$ cat src/rtl/gpio_stby_pkg.sv
package gpio_stby_pkg;
    localparam int unsigned ADDR_W = 2;

    typedef enum logic [ADDR_W-1:0] {
        SEL_LEVEL = 2'd0,
        SEL_DIR   = 2'd1,
        SEL_PULL  = 2'd2,
        SEL_CTRL  = 2'd3
    } reg_sel_e;
endpackage

$ cat src/rtl/gpio_stby_regs.sv
module gpio_stby_regs
    import gpio_stby_pkg::*;
#(
    parameter int unsigned W = 8,
    localparam int unsigned NB = (W + 7) / 8
) (
    input  logic              clk,
    input  logic              rst_n,
    input  logic              wr_en,
    input  logic [ADDR_W-1:0] addr,
    input  logic [NB-1:0]     be,
    input  logic [W-1:0]      wdata,
    input  logic              stby_req,
    output logic [W-1:0]      level_q,
    output logic [W-1:0]      dir_q,
    output logic [W-1:0]      pull_q,
    output logic              iso_sel_q,
    output logic              stby_q
);
    typedef struct packed {
        logic [W-1:0] level;
        logic [W-1:0] dir;
        logic [W-1:0] pull;
        logic         iso_sel;
        logic         stby;
    } state_t;

    state_t st_d, st_q;

    always_comb begin
        st_d      = st_q;
        st_d.stby = stby_req;
        if (wr_en) begin
            for (int i = 0; i < int'(W); i++) begin
                if (be[i / 8]) begin
                    case (reg_sel_e'(addr))
                        SEL_LEVEL: st_d.level[i] = wdata[i];
                        SEL_DIR:   st_d.dir[i]   = wdata[i];
                        SEL_PULL:  st_d.pull[i]  = wdata[i];
                        default:   ;
                    endcase
                end
            end
            if (reg_sel_e'(addr) == SEL_CTRL && be[0]) begin
                st_d.iso_sel = wdata[0];
            end
        end
    end

    always_ff @(posedge clk or negedge rst_n) begin
        if (!rst_n) st_q <= '0;
        else        st_q <= st_d;
    end

    assign level_q   = st_q.level;
    assign dir_q     = st_q.dir;
    assign pull_q    = st_q.pull;
    assign iso_sel_q = st_q.iso_sel;
    assign stby_q    = st_q.stby;

    // a write with no byte enabled leaves the registers untouched
    p_masked_write_r2: assert property (@(posedge clk) disable iff (!rst_n)
        (wr_en && be == '0) |=> (level_q == $past(level_q) && dir_q == $past(dir_q)
                                 && pull_q == $past(pull_q) && iso_sel_q == $past(iso_sel_q)));
endmodule

$ cat src/rtl/gpio_stby_pin.sv
module gpio_stby_pin (
    input  logic level,
    input  logic dir,
    input  logic pull,
    input  logic isolate,
    input  logic wake_en,
    input  logic pad_in,
    output logic pad_oe,
    output logic pad_out,
    output logic pad_pu,
    output logic core_in,
    output logic rd_bit
);
    logic drive;
    logic drive_low;
    logic clamp;

    always_comb begin
        drive     = dir & ~isolate;
        drive_low = drive & ~level;
        clamp     = isolate & ~wake_en;
        pad_oe    = drive;
        pad_out   = level;
        pad_pu    = pull & ~drive_low;
        core_in   = pad_in & ~clamp;
        rd_bit    = dir ? level : core_in;
    end
endmodule

$ cat src/rtl/gpio_stby_port.sv
module gpio_stby_port
    import gpio_stby_pkg::*;
#(
    parameter int unsigned W = 8,
    localparam int unsigned NB = (W + 7) / 8
) (
    input  logic              clk,
    input  logic              rst_n,
    input  logic              bus_wr,
    input  logic [ADDR_W-1:0] bus_addr,
    input  logic [NB-1:0]     bus_be,
    input  logic [W-1:0]      bus_wdata,
    output logic [W-1:0]      bus_rdata,
    input  logic              stby_active,
    input  logic [W-1:0]      wake_irq_en,
    input  logic [W-1:0]      pad_in,
    output logic [W-1:0]      pad_oe,
    output logic [W-1:0]      pad_out,
    output logic [W-1:0]      pad_pu,
    output logic [W-1:0]      core_in
);
    logic [W-1:0] level_q, dir_q, pull_q, rd_level;
    logic         iso_sel_q, stby_q, isolate;

    gpio_stby_regs #(.W(W)) u_regs (
        .clk       (clk),
        .rst_n     (rst_n),
        .wr_en     (bus_wr),
        .addr      (bus_addr),
        .be        (bus_be),
        .wdata     (bus_wdata),
        .stby_req  (stby_active),
        .level_q   (level_q),
        .dir_q     (dir_q),
        .pull_q    (pull_q),
        .iso_sel_q (iso_sel_q),
        .stby_q    (stby_q)
    );

    assign isolate = iso_sel_q & stby_q;

    for (genvar g = 0; g < int'(W); g++) begin : g_pin
        gpio_stby_pin u_pin (
            .level   (level_q[g]),
            .dir     (dir_q[g]),
            .pull    (pull_q[g]),
            .isolate (isolate),
            .wake_en (wake_irq_en[g]),
            .pad_in  (pad_in[g]),
            .pad_oe  (pad_oe[g]),
            .pad_out (pad_out[g]),
            .pad_pu  (pad_pu[g]),
            .core_in (core_in[g]),
            .rd_bit  (rd_level[g])
        );
    end

    always_comb begin
        bus_rdata = '0;
        case (reg_sel_e'(bus_addr))
            SEL_LEVEL: bus_rdata = rd_level;
            SEL_DIR:   bus_rdata = dir_q;
            SEL_PULL:  bus_rdata = pull_q;
            SEL_CTRL:  bus_rdata[0] = iso_sel_q;
            default:   bus_rdata = '0;
        endcase
    end

    logic ctrl_wr;
    assign ctrl_wr = bus_wr && (reg_sel_e'(bus_addr) == SEL_CTRL);

    // isolation releases every pad after the capturing edge
    p_iso_release_r7: assert property (@(posedge clk) disable iff (!rst_n)
        (stby_active && iso_sel_q && !ctrl_wr) |=> (pad_oe == '0));

    // only wake-enabled pins may show a high input under isolation
    p_iso_clamp_r8: assert property (@(posedge clk) disable iff (!rst_n)
        (stby_active && iso_sel_q && !ctrl_wr) |=> ((core_in & ~wake_irq_en) == '0));

    // no pull-up on a pin that drives low
    p_pull_low_r6: assert property (@(posedge clk) disable iff (!rst_n)
        ((pad_oe & ~pad_out & pad_pu) == '0));

    // with isolation select clear the pads follow the direction register
    p_no_iso_r9: assert property (@(posedge clk) disable iff (!rst_n)
        (!iso_sel_q) |-> (pad_oe == dir_q));
endmodule

$ cat config.mk
export PLATFORM = sky130hd
export DESIGN_NAME = gpio_stby_port
export DESIGN_NICKNAME = d
export VERILOG_FILES = /design/src/rtl/gpio_stby_pkg.sv /design/src/rtl/gpio_stby_regs.sv /design/src/rtl/gpio_stby_pin.sv /design/src/rtl/gpio_stby_port.sv
export SDC_FILE = /design/constraint.sdc
export NUM_CORES = 1
export LEC_CHECK = 0
export ABC_AREA = 1
export BUFFER_PORTS_ARGS = -buffer_cell sky130_fd_sc_hd__buf_2
export CAP_MARGIN = 15
export CORE_MARGIN = 10
export CORE_UTILIZATION = 54
export CTS_BUF_LIST = sky130_fd_sc_hd__clkbuf_2 sky130_fd_sc_hd__clkbuf_4 sky130_fd_sc_hd__clkbuf_8
export DETAILED_ROUTE_END_ITERATION = 8
export PLACE_DENSITY = 0.93
export SYNTH_ARGS = -nofsm -noshare
export SYNTH_HDL_FRONTEND = slang
export SYNTH_HIERARCHICAL = 1
export SYNTH_SLANG_ARGS = --single-unit
$ cat constraint.sdc
create_clock -name clk -period 3 [get_ports clk]
set_clock_uncertainty 0.2 [all_clocks]
set_input_delay 0.6 -clock clk [delete_from_list [all_inputs] [get_ports clk]]
set_output_delay 0.6 -clock clk [all_outputs]
set_load 0.03 [all_outputs]
==> tab_implementation.tex <==
\begin{tabular}{lr}
\hline
Metric & Value \\
\hline
\multicolumn{2}{l}{\textbf{Power}} \\
\quad Largest voltage drop on the vdd net & $\sim$0.00034 V \\
\quad Sequential Power Share & 0.385 \\
\quad Internal power of the cells & 0.000706 W \\
\quad Power per cell area & 585 nW/um\^{}2 \\
\quad Fraction of power consumed by the clock network & 0.190 \\
\quad Net switching power & around 0.00054 W \\
\quad P\_leak & roughly 1.3 nW \\
\quad Proportion of total power due to net switching & 0.432 \\
\quad Comb power frac & 0.425 \\
\multicolumn{2}{l}{\textbf{CTS}} \\
\quad Number of buffers inserted by post-CTS setup repair & 0 \\
\quad Post-cts resize count & 0 \\
\quad Clock network latency to the later pin of the worst-skew pair & 0.31 ns \\
\quad Number of buffers created by CTS & 3 \\
\quad Hold-fix buffers at CTS & 0 \\
\quad Number of clock sinks & 26 \\
\quad H-tree levels & 1 \\
\quad CTS tree & done \\
\quad Clk pin slew, worst setup/hold paths & about 0.14 ns \\
\quad Buffers from clock root to sink, at most & 2 \\
\quad Clock root buffer & sky130\_fd\_sc\_hd\_\_clkbuf\_4 \\
\multicolumn{2}{l}{\textbf{Setup path}} \\
\quad Worst setup path class & input port to output port \\
\quad Kind of start point of the critical path & input port \\
\quad Startpoint of the lowest-slack register-to-register path & u\_regs/level\_q[5]\$\_DFFE\_PN0P\_ \\
\quad Critical-path maximum fanout & 9 \\
\quad Worst path required time & about 2.2 ns \\
\quad FF-to-FF setup slack & 2.12 ns \\
\quad Data arrival time of the worst path & about 1.6 ns \\
\quad Critical R2R Capture & u\_regs/level\_q[5]\$\_DFFE\_PN0P\_ \\
\quad Count of cells along the worst register-to-register path & 2 \\
\quad Endpoint kind of the worst setup timing path & output port \\
\multicolumn{2}{l}{\textbf{Yosys}} \\
\quad Mapped Area & approximately 1700 um\^{}2 \\
\quad Ranking of synthesized cells by area & sky130\_fd\_sc\_hd\_\_dfrtp\_1, sky130\_fd\_sc\_hd\_\_nand2\_1, sky130\_fd\_sc\_hd\_\_nand3\_1 \\
\quad Number of library cell types mapped by synthesis & 14 \\
\quad Sequential-to-total area share from yosys stat & 0.376 \\
\quad Cell accounting for the most synthesized area & sky130\_fd\_sc\_hd\_\_dfrtp\_1 \\
\quad Syn\_area\_per\_cell & between 6 and 7 um\^{}2 \\
\quad Portion of synthesized cell area occupied by the leading cell type & 0.376 \\
\quad Register bit total from synthesis & 26 \\
\quad Number of nets in the synthesized netlist & $\sim$300 \\
\quad Synthesized instance count & 267 \\
\quad Syn. warnings & 6 \\
\multicolumn{2}{l}{\textbf{Finish}} \\
\quad Highest-count cells in the layout ignoring fill and taps & sky130\_fd\_sc\_hd\_\_nand2\_1, sky130\_fd\_sc\_hd\_\_buf\_2, sky130\_fd\_sc\_hd\_\_nand3\_1 \\
\quad Most common cell after layout, fill and taps aside & sky130\_fd\_sc\_hd\_\_nand2\_1 \\
\quad Fillcell total & 285 \\
\quad Final cell utilization of the core & 0.696 \\
\quad Net total in the final layout & between 300 and 400 \\
\quad Post-Layout Inst Area & approximately 2100 um\^{}2 \\
\quad Layout cells sized above 1 & 0.262 \\
\quad Number of diodes & 0 \\
\quad Synthesis-to-finish area growth & 22.9\% \\
\multicolumn{2}{l}{\textbf{Drt}} \\
\quad Wire length per cell & 12.4 um \\
\quad Number of detailed-route iterations in the first pass & 4 \\
\quad Routed wire length & roughly 4700 um \\
\quad Count of vias placed by the detailed router & 1869 \\
\quad Routed vias/inst & slightly below 5 \\
\quad DRC errors left & 0 \\
\quad Post-route antenna net violation count & 0 \\
\quad DR iter-0 viols & 74 \\
\multicolumn{2}{l}{\textbf{Floorplan}} \\
\quad DIE AREA & roughly 5900 um\^{}2 \\
\quad Number of placement rows & 20 \\
\quad Vertical die dimension & approximately 77 um \\
\quad Die span in x & 76.6 um \\
\quad Area of the placeable core & between 3000 and 4000 um\^{}2 \\
\quad Starting Density & 0.566 \\
\quad Num ports & 71 \\
\multicolumn{2}{l}{\textbf{Timing}} \\
\quad Transition time at the pin with the least slew margin & about 0.56 ns \\
\quad Smallest hold slack & approximately 0.056 ns \\
\quad Number of pins with negative max-slew slack in the final report & 0 \\
\quad Max Fclk & 410 MHz \\
\quad Slew headroom & 0.624 \\
\quad Unrepaired setup endpoints after global routing & no \\
\quad Final-report setup violation count & 0 \\
\quad Post-route clock period utilization & 0.813 \\
\quad Final TNS setup & 0 ns \\
\quad Number of endpoints with negative hold slack in the final report & 0 \\
\quad Tmin final & 2.44 ns \\
\multicolumn{2}{l}{\textbf{Min path}} \\
\quad Hold WC Path Type & input port to asynchronous set/reset pin \\
\multicolumn{2}{l}{\textbf{Run}} \\
\quad Maximum Capacitance Violations & 0 \\
\multicolumn{2}{l}{\textbf{Global route}} \\
\quad Number of antenna violations at the first check in global routing & 0 \\
\quad Number of global-route vias before repair & 1745 \\
\quad Overall Global Routing Usage & 0.160 \\
\quad Global-route wire length before repair & around 8100 um \\
\quad Maximum number of pins on one net before global-route repair & 33 \\
\quad Grt total ovfl & 0 \\
\multicolumn{2}{l}{\textbf{Place}} \\
\quad IO buf count & 70 \\
\quad Final weighted congestion in routability-driven placement & roughly 0.83 \\
\quad Detailed Place HPWL & approximately 3500 um \\
\quad Placed Instance Area & roughly 2100 um\^{}2 \\
\multicolumn{2}{l}{\textbf{Outcome}} \\
\quad Run status & complete, no violations \\
\hline
\end{tabular}
## Yosys cell counts
library cell and number:
sky130_fd_sc_hd__nand3_1 50, sky130_fd_sc_hd__nand4_1 1, sky130_fd_sc_hd__nor2_4 3, sky130_fd_sc_hd__o21ai_0 1, sky130_fd_sc_hd__buf_2 2, sky130_fd_sc_hd__inv_2 4
sky130_fd_sc_hd__buf_4 8, sky130_fd_sc_hd__nor2_1 9, sky130_fd_sc_hd__nand2_1 108, sky130_fd_sc_hd__nor2_2 3, sky130_fd_sc_hd__inv_1 42, sky130_fd_sc_hd__a21boi_0 8
sky130_fd_sc_hd__dfrtp_1 26, sky130_fd_sc_hd__nand2_4 2
## per-layer routing
layer	up-vias	wire, um	global-route usage
met5	-	0	0
met4	0	69	0.0483
met3	8	391	0.0295
met2	72	2420	0.281
met1	843	1760	0.191
li1	946	-	-
## metrics by stage
stage	total power (W)	worst slack (ns)	instances
after floorplan	0.000875	0.710	267
after global placement	0.00100	0.625	372
after detailed placement	0.00102	0.585	372
after CTS	0.00125	0.558	376
after global routing	0.00133	0.369	376
final	0.00124	0.562	376
## power by group through the flow
stage	clock network (W)	logic [W]	registers [W]
floorplan	0	0.000406	0.000469
global placement	0	0.000522	0.000483
detailed placement	0	0.000534	0.000485
CTS	0.000241	0.000536	0.000478
global route	0.000258	0.000585	0.000491
finish	0.000236	0.000528	0.000478
## logic make-up after synthesis
kind of cell / synth area share
simple gates: 0.446
buf+inv: 0.140
flops: 0.376
compound gates: 0.0376
## registers in the layout, indices dropped and copies added (netlist names)
register / flops
u_regs/pull_q: 8
u_regs/iso_sel_q: 1
u_regs/stby_q: 1
u_regs/dir_q: 8
u_regs/level_q: 8
## how the worst max path moves through the flow
stage                                       from           end  slack (ns)  depth (start not counted)
floorplan           u_regs/iso_sel_q$_DFFE_PN0P_    core_in[0]        0.71                          3
global placement                     bus_addr[1]  bus_rdata[2]        0.62                          6
detailed placement                   bus_addr[1]  bus_rdata[2]        0.58                          6
CTS                 u_regs/iso_sel_q$_DFFE_PN0P_  bus_rdata[6]        0.56                          9
global route        u_regs/iso_sel_q$_DFFE_PN0P_  bus_rdata[6]        0.37                          9
finish                               bus_addr[1]  bus_rdata[2]        0.56                          6
## area by class of cell
class | count | area, um^2 | area share
Multi-Input combinational cell | 185 | 836 | 0.393
Timing Repair Buffer | 71 | 358 | 0.168
Clock buffer | 3 | 22.5 | 0.0106
Inverter | 46 | 173 | 0.0813
Sequential cell | 26 | 651 | 0.306
Clock inverter | 1 | 30.0 | 0.0141
Tap cell | 44 | 55.1 | 0.0259
## worst max-delay path, cell delays in order
cell                      delay (ns)
sky130_fd_sc_hd__buf_2          0.22
sky130_fd_sc_hd__inv_1          0.11
sky130_fd_sc_hd__nor2_2         0.32
sky130_fd_sc_hd__nand2_1        0.10
sky130_fd_sc_hd__nand3_1        0.08
sky130_fd_sc_hd__buf_2          0.19
Note: power is estimated with default switching activity, not from simulation.
